### config.mk
export PLATFORM = sky130hd
export DESIGN_NAME = hdp_port_latch
export DESIGN_NICKNAME = d
export VERILOG_FILES = /design/src/rtl/hdp_pkg.sv /design/src/rtl/hdp_op_ctrl.sv /design/src/rtl/hdp_word_latch.sv /design/src/rtl/hdp_flow_ctl.sv /design/src/rtl/hdp_port_latch.sv
export SDC_FILE = /design/constraint.sdc
export NUM_CORES = 1
export LEC_CHECK = 0
export CAP_MARGIN = 20
export CORE_MARGIN = 2
export CORE_UTILIZATION = 35
export DETAILED_ROUTE_END_ITERATION = 6
export DONT_BUFFER_PORTS = 1
export HOLD_SLACK_MARGIN = 0.12
export PLACE_DENSITY = 0.47
export RECOVER_POWER = 50
export SYNTH_ARGS = -nofsm -noshare
export SYNTH_HDL_FRONTEND = slang
export SYNTH_SLANG_ARGS = --single-unit
### constraint.sdc
create_clock -name clk -period 2.8 [get_ports clk]
set_input_delay 0 -clock clk [delete_from_list [all_inputs] [get_ports clk]]
set_output_delay 0 -clock clk [all_outputs]
set_load 0.02 [all_outputs]
### src/rtl/hdp_pkg.sv
// Package: shared types for the host data port latch.
// Assumes: nothing beyond IEEE 1800-2017.
package hdp_pkg;
    typedef enum logic {
        HDP_DIR_RD = 1'b0,
        HDP_DIR_WR = 1'b1
    } hdp_dir_e;
endpackage

### src/rtl/hdp_op_ctrl.sv
// Module: operation controller. Tracks whether a transfer is running, in
// which direction, and how many words remain to complete.
// Assumes: done_i is pulsed once per completed word, and only while busy.
module hdp_op_ctrl
    import hdp_pkg::*;
#(
    parameter int CNT_W = 12
) (
    input  logic             clk,
    input  logic             rst_n,
    input  logic             start_i,
    input  logic             dir_i,
    input  logic [CNT_W-1:0] words_i,
    input  logic             done_i,
    output logic             busy_o,
    output hdp_dir_e         dir_o,
    output logic             last_o
);
    localparam logic [CNT_W-1:0] ONE = CNT_W'(1);

    logic [CNT_W-1:0] rem_q;
    logic             busy_q;
    hdp_dir_e         dir_q;

    // Purpose: load a new operation when idle, count completions down to zero.
    always_ff @(posedge clk) begin
        if (!rst_n) begin
            busy_q <= 1'b0;
            rem_q  <= '0;
            dir_q  <= HDP_DIR_RD;
        end else if (start_i && !busy_q && (words_i != '0)) begin
            busy_q <= 1'b1;
            rem_q  <= words_i;
            dir_q  <= hdp_dir_e'(dir_i);
        end else if (done_i) begin
            rem_q <= rem_q - ONE;
            if (rem_q == ONE) begin
                busy_q <= 1'b0;
            end
        end
    end

    assign busy_o = busy_q;
    assign dir_o  = dir_q;
    assign last_o = (rem_q == ONE);

    assert_no_underflow_R8: assert property (@(posedge clk) disable iff (!rst_n)
        done_i |-> busy_q);
    assert_count_live_R8: assert property (@(posedge clk) disable iff (!rst_n)
        busy_q |-> (rem_q != '0));
endmodule

### src/rtl/hdp_word_latch.sv
// Module: single-word holding register with an occupancy flag.
// Assumes: load and unload may coincide; the load then wins and the flag
// stays set with the new word.
module hdp_word_latch #(
    parameter int DATA_W = 16
) (
    input  logic              clk,
    input  logic              rst_n,
    input  logic              load_i,
    input  logic [DATA_W-1:0] load_data_i,
    input  logic              unload_i,
    output logic              full_o,
    output logic [DATA_W-1:0] data_o
);
    logic              full_q;
    logic [DATA_W-1:0] data_q;

    // Purpose: capture a word on load, clear occupancy on unload.
    always_ff @(posedge clk) begin
        if (!rst_n) begin
            full_q <= 1'b0;
            data_q <= '0;
        end else if (load_i) begin
            full_q <= 1'b1;
            data_q <= load_data_i;
        end else if (unload_i) begin
            full_q <= 1'b0;
        end
    end

    assign full_o = full_q;
    assign data_o = data_q;

    assert_no_overflow_R5: assert property (@(posedge clk) disable iff (!rst_n)
        load_i |-> (!full_q || unload_i));
    assert_no_empty_take_R5: assert property (@(posedge clk) disable iff (!rst_n)
        unload_i |-> full_q);
    assert_hold_word_R9: assert property (@(posedge clk) disable iff (!rst_n)
        !load_i |=> $stable(data_q));
endmodule

### src/rtl/hdp_flow_ctl.sv
// Module: combinational handshake logic. Turns host strobes and DMA
// valid/ready into latch load/unload, completion pulses and host wait.
// Assumes: host strobes are levels; an access completes when strobe is
// high and wait is low.
module hdp_flow_ctl
    import hdp_pkg::*;
#(
    parameter int DATA_W = 16
) (
    input  logic              busy_i,
    input  hdp_dir_e          dir_i,
    input  logic              full_i,
    input  logic              last_i,
    input  logic              host_rd_i,
    input  logic              host_wr_i,
    input  logic [DATA_W-1:0] host_wdata_i,
    input  logic              fill_valid_i,
    input  logic [DATA_W-1:0] fill_data_i,
    input  logic              drain_ready_i,
    output logic              load_o,
    output logic [DATA_W-1:0] load_data_o,
    output logic              unload_o,
    output logic              done_o,
    output logic              host_wait_o,
    output logic              fill_ready_o,
    output logic              drain_valid_o
);
    logic rd_mode, wr_mode;
    logic host_take, host_put;
    logic fill_fire, drain_fire;

    // Purpose: derive every handshake from mode, occupancy and strobes.
    always_comb begin
        rd_mode       = busy_i && (dir_i == HDP_DIR_RD);
        wr_mode       = busy_i && (dir_i == HDP_DIR_WR);
        host_take     = rd_mode && host_rd_i && full_i;
        fill_ready_o  = rd_mode && (!full_i || (host_take && !last_i));
        fill_fire     = fill_valid_i && fill_ready_o;
        drain_valid_o = wr_mode && full_i;
        drain_fire    = drain_valid_o && drain_ready_i;
        host_put      = wr_mode && host_wr_i && (!full_i || (drain_fire && !last_i));
        host_wait_o   = (rd_mode && host_rd_i && !full_i)
                      || (wr_mode && host_wr_i && full_i && !drain_fire);
        load_o        = fill_fire || host_put;
        load_data_o   = rd_mode ? fill_data_i : host_wdata_i;
        unload_o      = host_take || drain_fire;
        done_o        = unload_o;
    end

    always_comb begin
        assert_idle_quiet_R9: assert (busy_i || !(host_wait_o || fill_ready_o || drain_valid_o));
    end
endmodule

### src/rtl/hdp_port_latch.sv
// Module: top of the host data port handshake latch.
// Assumes: one operation at a time; the DMA obeys valid/ready.
module hdp_port_latch
    import hdp_pkg::*;
#(
    parameter int DATA_W = 16,
    parameter int CNT_W  = 12
) (
    input  logic              clk,
    input  logic              rst_n,
    input  logic              op_start_i,
    input  logic              op_dir_i,
    input  logic [CNT_W-1:0]  op_words_i,
    output logic              op_busy_o,
    input  logic              host_rd_i,
    input  logic              host_wr_i,
    input  logic [DATA_W-1:0] host_wdata_i,
    output logic [DATA_W-1:0] host_rdata_o,
    output logic              host_wait_o,
    input  logic              fill_valid_i,
    input  logic [DATA_W-1:0] fill_data_i,
    output logic              fill_ready_o,
    output logic              drain_valid_o,
    output logic [DATA_W-1:0] drain_data_o,
    input  logic              drain_ready_i
);
    logic              busy, last, full, load, unload, done;
    hdp_dir_e          dir;
    logic [DATA_W-1:0] load_data, latch_data;

    hdp_op_ctrl #(.CNT_W(CNT_W)) u_ctrl (
        .clk     (clk),
        .rst_n   (rst_n),
        .start_i (op_start_i),
        .dir_i   (op_dir_i),
        .words_i (op_words_i),
        .done_i  (done),
        .busy_o  (busy),
        .dir_o   (dir),
        .last_o  (last)
    );

    hdp_word_latch #(.DATA_W(DATA_W)) u_latch (
        .clk         (clk),
        .rst_n       (rst_n),
        .load_i      (load),
        .load_data_i (load_data),
        .unload_i    (unload),
        .full_o      (full),
        .data_o      (latch_data)
    );

    hdp_flow_ctl #(.DATA_W(DATA_W)) u_flow (
        .busy_i        (busy),
        .dir_i         (dir),
        .full_i        (full),
        .last_i        (last),
        .host_rd_i     (host_rd_i),
        .host_wr_i     (host_wr_i),
        .host_wdata_i  (host_wdata_i),
        .fill_valid_i  (fill_valid_i),
        .fill_data_i   (fill_data_i),
        .drain_ready_i (drain_ready_i),
        .load_o        (load),
        .load_data_o   (load_data),
        .unload_o      (unload),
        .done_o        (done),
        .host_wait_o   (host_wait_o),
        .fill_ready_o  (fill_ready_o),
        .drain_valid_o (drain_valid_o)
    );

    assign op_busy_o    = busy;
    assign host_rdata_o = latch_data;
    assign drain_data_o = latch_data;

    assert_wait_release_R4: assert property (@(posedge clk) disable iff (!rst_n)
        (busy && dir == HDP_DIR_RD && host_rd_i && $past(fill_valid_i && fill_ready_o))
        |-> !host_wait_o);
    assert_start_busy_R2: assert property (@(posedge clk) disable iff (!rst_n)
        (op_start_i && !busy && op_words_i != '0) |=> op_busy_o);
endmodule

# ---- Yosys cells after proc, flatten, opt, wreduce, memory -nomap -nowiden
# Index checks and enable logic that the tools add are counted.
# W data, S select, Z words.
dict set report totals {
  regBits 31
  elab_cells 47
}
dict set report op_classes {
  add_sub_neg 1
  n_eq_ne 1
  n_reduce_logical 31
  n_mux 8
  bitwise 1
}
# op n
set op_table {}
lappend op_table {{$mux W12} 2}
lappend op_table {{$logic_and A1 B1 Y1} 17}
lappend op_table {{$mux W16} 1}
lappend op_table {{$eq A12 B1 Y1 const B} 1}
lappend op_table {{$reduce_bool A12 Y1} 1}
lappend op_table {{$sub A12 B1 Y12 const B} 1}
lappend op_table {{$reduce_bool A2 Y1} 3}
lappend op_table {{$logic_or A1 B1 Y1} 5}
lappend op_table {{$mux W1} 5}
lappend op_table {{$logic_not A1 Y1} 4}
lappend op_table {{$reduce_and A2 Y1} 1}
lappend op_table {{$not A1 Y1} 1}

# ---- Logic depth before layout (Yosys ltp)
# Gate-level depths: netlist (run 1).
dict set report depth {
  word_depth 10
  ltp_mapped 8
  mapped_depth_nobuf 6
}

# ---- Cells and area by module
# A second synthesis (run 1) with hierarchy kept.
dict set report hier_totals {
  cells_unflattened 194
  hier_area_um2 1864.3
}
# mod area_per_inst_um2 instances cells_each seq_area_each_um2
set modules_own_cells {}
lappend modules_own_cells {hdp_op_ctrl 748.2 1 90 280.3}
lappend modules_own_cells {hdp_word_latch 649.4 1 54 340.3}
lappend modules_own_cells {hdp_flow_ctl 346.6 1 34 0.0}
lappend modules_own_cells {hdp_port_latch 120.1 1 16 0.0}

# ---- Worst setup path before layout (run 1)
# No wires, ideal clock.
dict set report synth_timing {
  path_kind {register to register}
  startpoint {register u_ctrl.rem_q[2]}
  endpoint {register u_latch.data_q[0], in the netlist u_latch.data_o[0]}
  path_buffers 4
  arrival_ns 1.598
  t_required_ns 2.667
  path_stages_with_launch 9
  slack_ns 1.070
  cell_sequence {dfxtp_1 > buf_6 > nor4_4 > a41o_1 > buf_6 > a21o_1 > buf_6 > buf_12 > a211oi_1}
}
dict set report synth_between {
  elab_chain_cells 7
  word_cells_on_any_way 10
  classes_between {1 x eq/ne; 9 x reduce/logical}
}
# element line
set synth_rtl {}
lappend synth_rtl {{start, declared} hdp_op_ctrl.sv:21} ;# logic [CNT_W-1:0] rem_q;
lappend synth_rtl {{start signal, assigned} hdp_op_ctrl.sv:33} ;# rem_q <= words_i;
lappend synth_rtl {{start signal, assigned} hdp_op_ctrl.sv:36} ;# rem_q <= rem_q - ONE;
lappend synth_rtl {{$eq A12 B1 Y1 (*)} hdp_op_ctrl.sv:45} ;# assign last_o = (rem_q == ONE);
lappend synth_rtl {{$logic_not A1 Y1 (*)} {hdp_flow_ctl.sv:37, hdp_flow_ctl.sv:41}}
lappend synth_rtl {{$logic_and A1 B1 Y1} hdp_flow_ctl.sv:37} ;# fill_ready_o = rd_mode && (!full_i || (host_take && !last_i));
lappend synth_rtl {{$logic_or A1 B1 Y1} hdp_flow_ctl.sv:37}
lappend synth_rtl {{$logic_and A1 B1 Y1} hdp_flow_ctl.sv:37}
lappend synth_rtl {{$logic_and A1 B1 Y1} hdp_flow_ctl.sv:38} ;# fill_fire = fill_valid_i && fill_ready_o;
lappend synth_rtl {{$logic_or A1 B1 Y1 (*)} hdp_flow_ctl.sv:44} ;# load_o = fill_fire || host_put;
lappend synth_rtl {{end signal, assigned} hdp_word_latch.sv:25} ;# data_q <= load_data_i;
lappend synth_rtl {{end, declared} hdp_word_latch.sv:16} ;# logic [DATA_W-1:0] data_q;
# Mark *: on every way between the ends. The rest lies on a longest branch, timed or not.
# A chain may end at the register's enable or synchronous reset.

# ---- Worst setup path in the final report (run 1)
dict set report layout_timing {
  startpoint {register u_ctrl.busy_q, in the netlist u_ctrl.busy_o}
  endpoint {register u_ctrl.rem_q[11]}
}
dict set report layout_between {
  elab_chain_cells 5
  word_cells_on_any_way 12
  classes_between {1 x mux; 11 x reduce/logical}
}
# element line
set layout_rtl {}
lappend layout_rtl {{start, declared} hdp_op_ctrl.sv:22} ;# logic busy_q;
lappend layout_rtl {{start signal, assigned} hdp_op_ctrl.sv:28} ;# busy_q <= 1'b0;
lappend layout_rtl {{start signal, assigned} hdp_op_ctrl.sv:32} ;# busy_q <= 1'b1;
lappend layout_rtl {{start signal, assigned} hdp_op_ctrl.sv:38} ;# busy_q <= 1'b0;
lappend layout_rtl {{$logic_and A1 B1 Y1, on equally long branches} {hdp_flow_ctl.sv:34, hdp_flow_ctl.sv:35}}
lappend layout_rtl {{$logic_and A1 B1 Y1, on equally long branches} {hdp_flow_ctl.sv:36, hdp_flow_ctl.sv:39}}
lappend layout_rtl {{$logic_and A1 B1 Y1, on equally long branches} {hdp_flow_ctl.sv:36, hdp_flow_ctl.sv:40}}
lappend layout_rtl {{$logic_or A1 B1 Y1} hdp_flow_ctl.sv:46} ;# unload_o = host_take || drain_fire;
lappend layout_rtl {{$reduce_bool A2 Y1 (no source line)} --}
# Several ways; a longest one is shown, not always the timed one.

==> run metrics, run 1 <==
synthesized net count=284; initial core utilization=36.9%; area of the multi-input gates=1070 sq um; CTS root buf=clkbuf_8; Final Worst Setup Slack=0.349 ns; Routed Antenna Nets=0; crit path DAT=2.68 ns; Max Freq=408 MHz; layout filler cell count=600; Post-CTS Setup Bufs=0; layout cells sized above 1=15.8%; most frequent cells in the layout=42 x dlygate4sd3_1, 33 x a211oi_1, 31 x dfxtp_1; Hold Crit Class=in2reg; CP delay by family, top=buffers and inverters; Post-Route WL=5.36 mm; Worst EP required=3.03 ns; slew margin rel.=33.1%; clock skew=0.00329 ns; die area=6500 sq um; Seq cells post-synth=31; antenna violations before repair=0; status=complete, no violations; placer's final routability congestion estimate=0.722; Placement Setup Slack=0.738 ns; Critical Path Sink Type=register; CP max-delay cell=or3_1; Port Buf Inserts=0; crit path max fanout=15; first-pass GRT wire length=8.54 mm; register area share after synthesis=30.2%; Final Non-Filler Cells=325; vias per inst=5.49; cells after synthesis=230; EDFF count, synth=0; share of the synthesized area in the top cell type=30.2%; CTS Sinks=31; ANT cells=0; total power=1.19 mW; WP buf/inv=2; Synth Flop Type=dfxtp_1; area leader, netlist=dfxtp_1; synthesized area per cell=8.93 sq um; Max-Cap Viols=0; First-pass DRT Iterations=4; GRT overflow=0; DRC violations left=0; Total Routing Usage GR=17.2%; Fin. Hold Viols=0; Num CTS Buffers=5; CTS HTree Levels=2; area post-placement=1930 sq um; pin count of the biggest net entering global routing=30; register area=621 sq um; top post-synthesis cells by area=dfxtp_1 30%, a211oi_1 12%, mux2_2 9.3%; Post-synth ARST share=0%; CTS resizes=0; Inst Count DP=276; core area=5570 sq um; Min Clock Period, post-route=2.45 ns; via count=1785; routed len/inst=16.5 um; VDD IR max=0.316 mV; site row count=27; Lkg Pwr=0.849 nW; final setup vio count=0; Hold Worst Slack=0.131 ns; Layout Utilization=43.8%; Max Slew Vio Count=0; Warnings, synthesis=0; TritonCTS clock tree=done; pwr/cell area=489 nW/um^2; Ports=88; Hold Buf Count CTS=42; area grow syn2layout=18.8%; final instance area=2440 sq um; DRT iter0 DRCs=64; crit-path cells=inv_1 > or3_1 > o31ai_1 > o2bb2ai_1 > dlygate4sd3_1; biggest cell delay along the critical path=0.65 ns; clk_lat worst skew=0.29 ns; die height=80.6 um; Worst-Margin Slew=1.00 ns; die width=80.6 um; Mapped Area=2050 sq um; hpwl dp=3.51 mm; RSZ-0062 raised after global routing=false; critical path class=reg2reg; Worst-path clk slew=0.07 ns; clock buffer depth=2; vias in the first global route=1783; post-route setup TNS=0 ns; startpoint type of the worst setup path=register; most common cell after layout, fill and taps aside=dlygate4sd3_1; Yosys cell types=47; nets@finish=307; Tcrit/Tclk final=87.5%
-- worst min-delay path, delay by kind of cell --
kind	cells	cell delay, ns
compound gates	2	0.24
mux	1	0.13
-- logic make-up (layout without fill, tap and decap cells) --
group	after synthesis	after routing	synth area share, %
simple gates	43	43	12.4
buf+inv	58	81	17.7
mux	21	21	11.3
flops	31	31	30.2
xor+xnor	4	4	1.71
fa+ha+maj	2	2	1.22
compound gates	71	71	25.5
-- final timing paths --
path,slack [ns],depth (start not counted),endpoint,from
setup / recovery,0.35,5,u_ctrl.rem_q[11],u_ctrl.busy_o
hold reg to reg,0.48,2,u_ctrl.rem_q[9],u_ctrl.rem_q[9]
hold / removal,0.13,3,u_latch.data_o[0],fill_data_i[0]
setup reg to reg,0.35,5,u_ctrl.rem_q[11],u_ctrl.busy_o
-- routing by layer --
layer	global-route usage, %	up-vias	share of wire (%)
li1	-	876	-
met1	21.3	836	45
met2	28.1	66	46
met3	4.72	7	7.0
met4	6.95	0	1.5
met5	0	-	0
-- synthesized netlist by cell type (4+ instances only) --
master    instances
a211oi_1         33
a21oi_1          10
a22oi_1           4
a32oi_1           4
buf_4            16
buf_6             6
clkbuf_1          7
dfxtp_1          31
inv_1            24
mux2_2           17
mux2i_1           4
nand2_1          11
nand3_1           9
nor2_1            4
nor3_1            4
xor2_1            4
-- flip-flops by register name, indices dropped and copies added (netlist names) --
register / count
u_ctrl.busy_o: 1
u_ctrl.dir_o: 1
u_ctrl.rem_q: 12
u_latch.data_o: 16
u_latch.full_o: 1
-- cell type report --
type	instances	area share (%)
multi-input cells	141	43.9
inverters	24	3.69
flip-flops and latches	31	25.4
clock buffers	6	3.38
clock inverters	1	0.205
repair buffers	50	19.7
well taps	72	3.69
-- report_power, final --
part / total [mW] / internal, mW / switching (mW) / leakage, nW
registers: 0.552 / 0.473 / 0.0791 / 0.255
clock network: 0.365 / 0.193 / 0.172 / 0.0470
logic: 0.275 / 0.141 / 0.134 / 0.547
Power figures use the tool's default switching activity.
==> run 2, diff against run 1 <==
--- a/config.mk
+++ b/config.mk
@@ -15,4 +15,5 @@
 export RECOVER_POWER = 50
 export SYNTH_ARGS = -nofsm -noshare
 export SYNTH_HDL_FRONTEND = slang
+export SYNTH_HIERARCHICAL = 1
 export SYNTH_SLANG_ARGS = --single-unit
==> run 2 against run 1 <==
Global-route usage fell by 1.7 points. Sequential cell count unchanged. Combinational power down 11%. Maximum frequency fell by 2.2%. Critical path depth rose by 4. Sequential share of layout area grew 1.3 points. Utilization is 1.4 points higher. Setup slack lost 0.054 ns. Total power is 5.9% lower. Clock skew is 0.0080 ns higher. Critical endpoint is now u_latch/data_o[3]. Largest power group unchanged. Highest routed layer unchanged.
==> run metrics, run 2 <==
antenna violations before repair=0 (unchanged); Max Freq=399 MHz (-2.2%); die height=77.0 um (-4.5%); Critical Path Sink Type=register; Worst EP required=2.96 ns (-0.07 ns); max FFs per register=16 (unchanged); ANT cells=0 (unchanged); pwr/cell area=483 nW/um^2 (-1.1%); vias per inst=4.92 (-10%); Seq cells post-synth=31 (unchanged); status=complete, no violations; startpoint type of the worst setup path=register; Tcrit/Tclk final=89.5% (+1.9 points); clock skew=0.0113 ns (+0.00798 ns); final setup vio count=0 (unchanged); clock buffer depth=2 (unchanged); Post-synth ARST share=0% (unchanged); initial core utilization=36.3% (-0.59 points); Reg power frac=47.9% (+1.6 points); crit-path cells=or4_4 > or3_4 > nor4_1 > nand2b_1 > a21oi_1 > a21o_1 > buf_4 > mux2i_1 > nor2b_1; CP delay by family, top=simple AND/OR/NAND/NOR gates; CTS HTree Levels=2 (unchanged); First-pass DRT Iterations=4 (unchanged); Mapped Area=1860 sq um (-9.3%); Max-Cap Viols=0 (unchanged); via count=1462 (-18%); DRT iter0 DRCs=38 (-41%); switching power total=0.326 mW (-15%); TritonCTS clock tree=done; share of the synthesized area in the top cell type=33.3% (+3.1 points); WP buf/inv=1 (-1); biggest cell delay along the critical path=0.54 ns (-0.11 ns); sw frac=29.1% (-3.3 points); VDD IR max=0.213 mV (-33%); most common cell after layout, fill and taps aside=dlygate4sd3_1; Hold Crit Class=in2reg; area leader, netlist=dfxtp_1; crit path max fanout=17 (+2); top post-synthesis cells by area=dfxtp_1 33%, mux2i_1 10%, mux2_4 8.1%; CP Launch Point=u_ctrl/rem_q[7]; Worst-path clk slew=0.07 ns (about the same); clock share of power=30.1% (-0.5 points); die area=5930 sq um (-8.8%); r2r startpoint=u_ctrl/rem_q[7]; most frequent cell after synthesis=dfxtp_1; core area=5140 sq um (-7.8%); hpwl dp=2.85 mm (-19%); synthesized net count=248 (-13%); die width=77.0 um (-4.5%); Gate power share=22.0% (-1.1 points); Post-synth top cells=31 x dfxtp_1, 19 x mux2i_1, 17 x buf_4, 17 x nor2b_1, 11 x nor2_1; CP max-delay cell=or4_4; total power=1.12 mW (-5.9%); layout cells sized above 1=13.7% (-2.2 points); Max Slew Vio Count=0 (unchanged); Synth Flop Type=dfxtp_1; DRC violations left=0 (unchanged); register area share after synthesis=33.3% (+3.1 points); Warnings, synthesis=6 (+6); layout filler cell count=513 (-14%); critical path class=reg2reg; Port Buf Inserts=0 (unchanged); routed len/inst=15.2 um (-7.8%); slew margin rel.=52.4% (+19 points); first-pass GRT wire length=7.31 mm (-14%); EDFF count, synth=0 (unchanged); CTS Sinks=31 (unchanged); synthesized area per cell=9.61 sq um (+7.6%); most frequent cells in the layout=46 x dlygate4sd3_1, 31 x dfxtp_1, 19 x mux2i_1; Routed Antenna Nets=0 (unchanged); Worst-Margin Slew=0.712 ns (-0.290 ns); Num CTS Buffers=5 (unchanged); CTS root buf=clkbuf_8; Post-Route WL=4.52 mm (-16%); post-route setup TNS=0 ns (unchanged); pin count of the biggest net entering global routing=26 (-13%); area grow syn2layout=24.6%; Lkg Pwr=0.870 nW (+2.4%); cells after synthesis=194 (-16%); RSZ-0062 raised after global routing=false; placer's final routability congestion estimate=0.746 (+3.2%); Ports=88 (unchanged); clk_lat worst skew=0.28 ns (about the same); crit path DAT=2.67 ns (about the same); Fin. Hold Viols=0 (unchanged); P_int=0.795 mW (-1.4%); Min Clock Period, post-route=2.51 ns (+0.0540 ns); Total Routing Usage GR=15.5% (-1.7 points); nets@finish=280 (-8.8%); vias in the first global route=1528 (-14%); site row count=26 (-3.7%); Worst Min Path Start=host_rd_i; Yosys cell types=38 (-19%); GRT overflow=0 (unchanged)
## run 2: cell count changes after synthesis, moves of 6 or more
cell / delta
a211oi_1: -29
inv_1: -19
mux2_2: -11
mux2_4: +10
mux2i_1: +15
nand2_1: -6
nor2_1: +7
nor2b_1: +16
nor4_1: +6
## run 2: worst paths after layout
kind / to / slack, ns / cells past startpoint
min reg2reg: u_ctrl/rem_q[4] / 0.51 / 2
max reg2reg: u_latch/data_o[3] / 0.29 / 9
min: u_ctrl/rem_q[0] / 0.23 / 5
max: u_latch/data_o[3] / 0.29 / 9
## run 2: worst min-delay path, cell delays in order
cell and delay [ns]:
mux2i_1 0.04, nor2_1 0.08, buf_4 0.16, xnor2_1 0.12, a211oi_1 0.06
## run 2: per-layer routing
layer	global-route usage (%)	vias up	wire (um)
met5	0	-	0
met4	4.82	0	51
met3	4.82	4	252
met2	28.4	53	2390
met1	17.1	681	1820
li1	-	724	-
## run 2: what timing repair did
item | 4_1_cts | 5_1_grt
hold buffers | 46 | 0
setup buffers | 0 | 0
hold endpoints to repair | 31 | 0
gates resized for setup | 0 | 0
## run 2: cell type report
cell class | count | area (sq um) | share of cell area, %
sequential | 31 | 621 | 26.7
clock buffer | 7 | 76.3 | 3.29
tap | 70 | 87.6 | 3.77
multi-input combinational | 132 | 1020 | 43.7
clock inverter | 1 | 5.00 | 0.216
timing repair buffer | 51 | 498 | 21.4
inverter | 5 | 18.8 | 0.808
## run 2: cells by family (layout without fill, tap and decap cells)
logic type / count (synthesis) / count (layout) / share of synthesized area [%]
simple gates: 58 / 58 / 17.7
compound gates: 28 / 28 / 9.33
flops: 31 / 31 / 33.3
buf+inv: 31 / 64 / 12.2
mux: 35 / 35 / 21.9
fa+ha+maj: 2 / 2 / 1.34
xor+xnor: 9 / 9 / 4.23
## run 2: through the flow
stage | util (%) | cells | worst slack, ns | cell area (sq um) | hold WS [ns]
final | 45.2 | 297 | 0.295 | 2320 | 0.227
after detailed placement | 34.6 | 243 | 0.301 | 1780 | 0.128
after floorplan | - | 194 | 0.297 | 1860 | 0.128
after CTS | 45.2 | 297 | 0.285 | 2320 | 0.226
after global placement | 34.6 | 243 | 0.359 | 1780 | 0.124
after global routing | 45.2 | 297 | 0.111 | 2320 | 0.283
## run 2: power by group through the flow
stage	clock network (mW)	logic (mW)	registers [mW]
floorplan	0	0.195	0.522
global placement	0	0.170	0.546
detailed placement	0	0.174	0.547
CTS	0.354	0.243	0.537
global route	0.382	0.269	0.542
finish	0.337	0.246	0.538
==> run 3, diff against run 2 <==
--- a/config.mk
+++ b/config.mk
@@ -11,7 +11,7 @@
 export DETAILED_ROUTE_END_ITERATION = 6
 export DONT_BUFFER_PORTS = 1
 export HOLD_SLACK_MARGIN = 0.12
-export PLACE_DENSITY = 0.47
+export PLACE_DENSITY = 0.49
 export RECOVER_POWER = 50
 export SYNTH_ARGS = -nofsm -noshare
 export SYNTH_HDL_FRONTEND = slang
==> constraint.sdc (replaced) <==
create_clock -name clk -period 2 [get_ports clk]
set_input_delay 0 -clock clk [delete_from_list [all_inputs] [get_ports clk]]
set_output_delay 0 -clock clk [all_outputs]
set_load 0.02 [all_outputs]
==> run 3 against run 2 <==
The flow now finishes with violations (negative setup slack). Utilization rose by 3.2 points. Via count rose by 5.1%. Largest power group unchanged. Sequential cell count stayed put. First-iteration DRC count increased by 5.3%. Cell count up 4.0%. Global-route usage up 0.23 points. Maximum frequency is 8.9% higher. Total power up 49%. Sequential power increased by 39%.
==> run metrics, run 3 (synthesis results as in run 2) <==
ANT cells=0 (unchanged); vias per inst=4.97 (+1.0%); RSZ-0062 raised after global routing=true; Max-Cap Viols=0 (unchanged); Critical Path Sink Type=register; placer's final routability congestion estimate=0.750 (+0.66%); Routed Antenna Nets=0 (unchanged); DRT iter0 DRCs=40 (+5.3%); Fin. Hold Viols=0 (unchanged); layout cells sized above 1=20.5% (+6.8 points); most frequent cells in the layout=46 x dlygate4sd3_1, 30 x dfxtp_1, 19 x mux2i_1; Hold Worst Slack=0.225 ns (-0.00242 ns); core area=5140 sq um (unchanged); DRC violations left=0 (unchanged); area grow syn2layout=33.3%; area post-placement=1870 sq um (+4.8%); clk_lat worst skew=0.28 ns (about the same); Worst-path clk slew=0.07 ns (about the same); Worst EP required=2.17 ns (-0.79 ns); first-pass GRT wire length=7.53 mm (+2.9%); Lkg Pwr=0.949 nW (+9.1%); routed len/inst=14.9 um (-2.2%); site row count=26 (unchanged); clock buffer depth=2 (unchanged); slew margin rel.=37.6% (-15 points); VDD IR max=0.261 mV (+23%); Post-Route WL=4.60 mm (+1.7%); TritonCTS clock tree=done; die height=77.0 um (unchanged); First-pass DRT Iterations=4 (unchanged); failing checks=negative setup slack; Max Freq=435 MHz (+8.9%); vias in the first global route=1597 (+4.5%); via count=1537 (+5.1%); Total Routing Usage GR=15.8% (+0.23 points); pwr/cell area=675 nW/um^2 (+40%); Max Slew Vio Count=0 (unchanged); Tcrit/Tclk final=115% (+26 points); Worst-Margin Slew=0.937 ns (+0.225 ns); Port Buf Inserts=0 (unchanged); Min Clock Period, post-route=2.30 ns (-0.205 ns); most common cell after layout, fill and taps aside=dlygate4sd3_1; initial core utilization=36.3% (unchanged); GRT overflow=0 (unchanged); hpwl dp=3.06 mm (+7.6%); die area=5930 sq um (unchanged); crit path DAT=2.47 ns (-0.20 ns); startpoint type of the worst setup path=register; Hold Crit Class=in2reg; CTS Sinks=31 (unchanged); critical path class=reg2reg; antenna violations before repair=0 (unchanged); status=finished, violations left; final instance area=2480 sq um (+7.0%); crit path max fanout=5 (-12); die width=77.0 um (unchanged); Ports=88 (unchanged); clock skew=0.00544 ns (-0.00583 ns); nets@finish=292 (+4.3%); CTS HTree Levels=2 (unchanged); max FFs per register=16 (unchanged); final setup vio count=18 (+18); pin count of the biggest net entering global routing=26 (unchanged); Num CTS Buffers=5 (unchanged); Final Worst Setup Slack=-0.300 ns (-0.595 ns); CTS root buf=clkbuf_8
## run 3: final cells by class
type	instances	area, sq um
fillers	509	2660
multi-input cells	132	1060
flip-flops and latches	31	622
repair buffers	63	599
clock buffers	8	100
well taps	70	87.6
inverters	5	18.8
## run 3: report_power, final
group | switching (mW) | internal [mW]
registers | 0.0863 | 0.661
logic | 0.156 | 0.229
clock network | 0.230 | 0.314
total | 0.473 | 1.20
## run 3: repair_timing
| action | 4_1_cts | 5_1_grt |
|---|---|---|
| pin swaps | 2 | 0 |
| hold buffers | 46 | 0 |
| endpoints found under the setup margin | 18 | 19 |
| endpoints found under the hold margin | 31 | 0 |
| setup buffers | 0 | 1 |
| gates cloned | 1 | 0 |
| resized for setup | 5 | 4 |
## run 3: stage by stage
stage               instances  power, mW  setup TNS (ns)  utilization, %  setup WS (ns)
CTS                       308       1.69           -4.39            47.8         -0.277
global route              309       1.78           -6.45            48.3         -0.407
detailed placement        253       1.04           -5.99            36.3         -0.396
finish                    309       1.68           -4.57            48.3         -0.300
global placement          253       1.03           -5.14            36.3         -0.319
floorplan                 194       1.01           -6.19               -         -0.421
## run 3: metal layers
metal  global-route usage, %  routed length [um]
met3                    5.65                 354
met5                       0                   0
met1                    19.4                2030
met4                    5.71                  76
met2                    25.4                2140
## run 3: final timing paths
path / cells after the start / slack, ns / start / end
max: 9 / -0.30 / u_ctrl/rem_q[7] / u_latch/data_o[12]
min: 3 / 0.22 / fill_valid_i / u_latch/full_o
max reg2reg: 9 / -0.30 / u_ctrl/rem_q[7] / u_latch/data_o[12]
min reg2reg: 2 / 0.55 / u_ctrl/rem_q[4] / u_ctrl/rem_q[4]
## run 3: worst max-delay path: stages, from the launching register on
cell and delay (ns):
dfxtp_2 0.32, or4_4 0.52, or3_4 0.36, nor4_4 0.14
nand2b_4 0.18, a21oi_4 0.06, a21o_1 0.21, buf_6 0.15
mux2i_1 0.17, nor2b_1 0.08
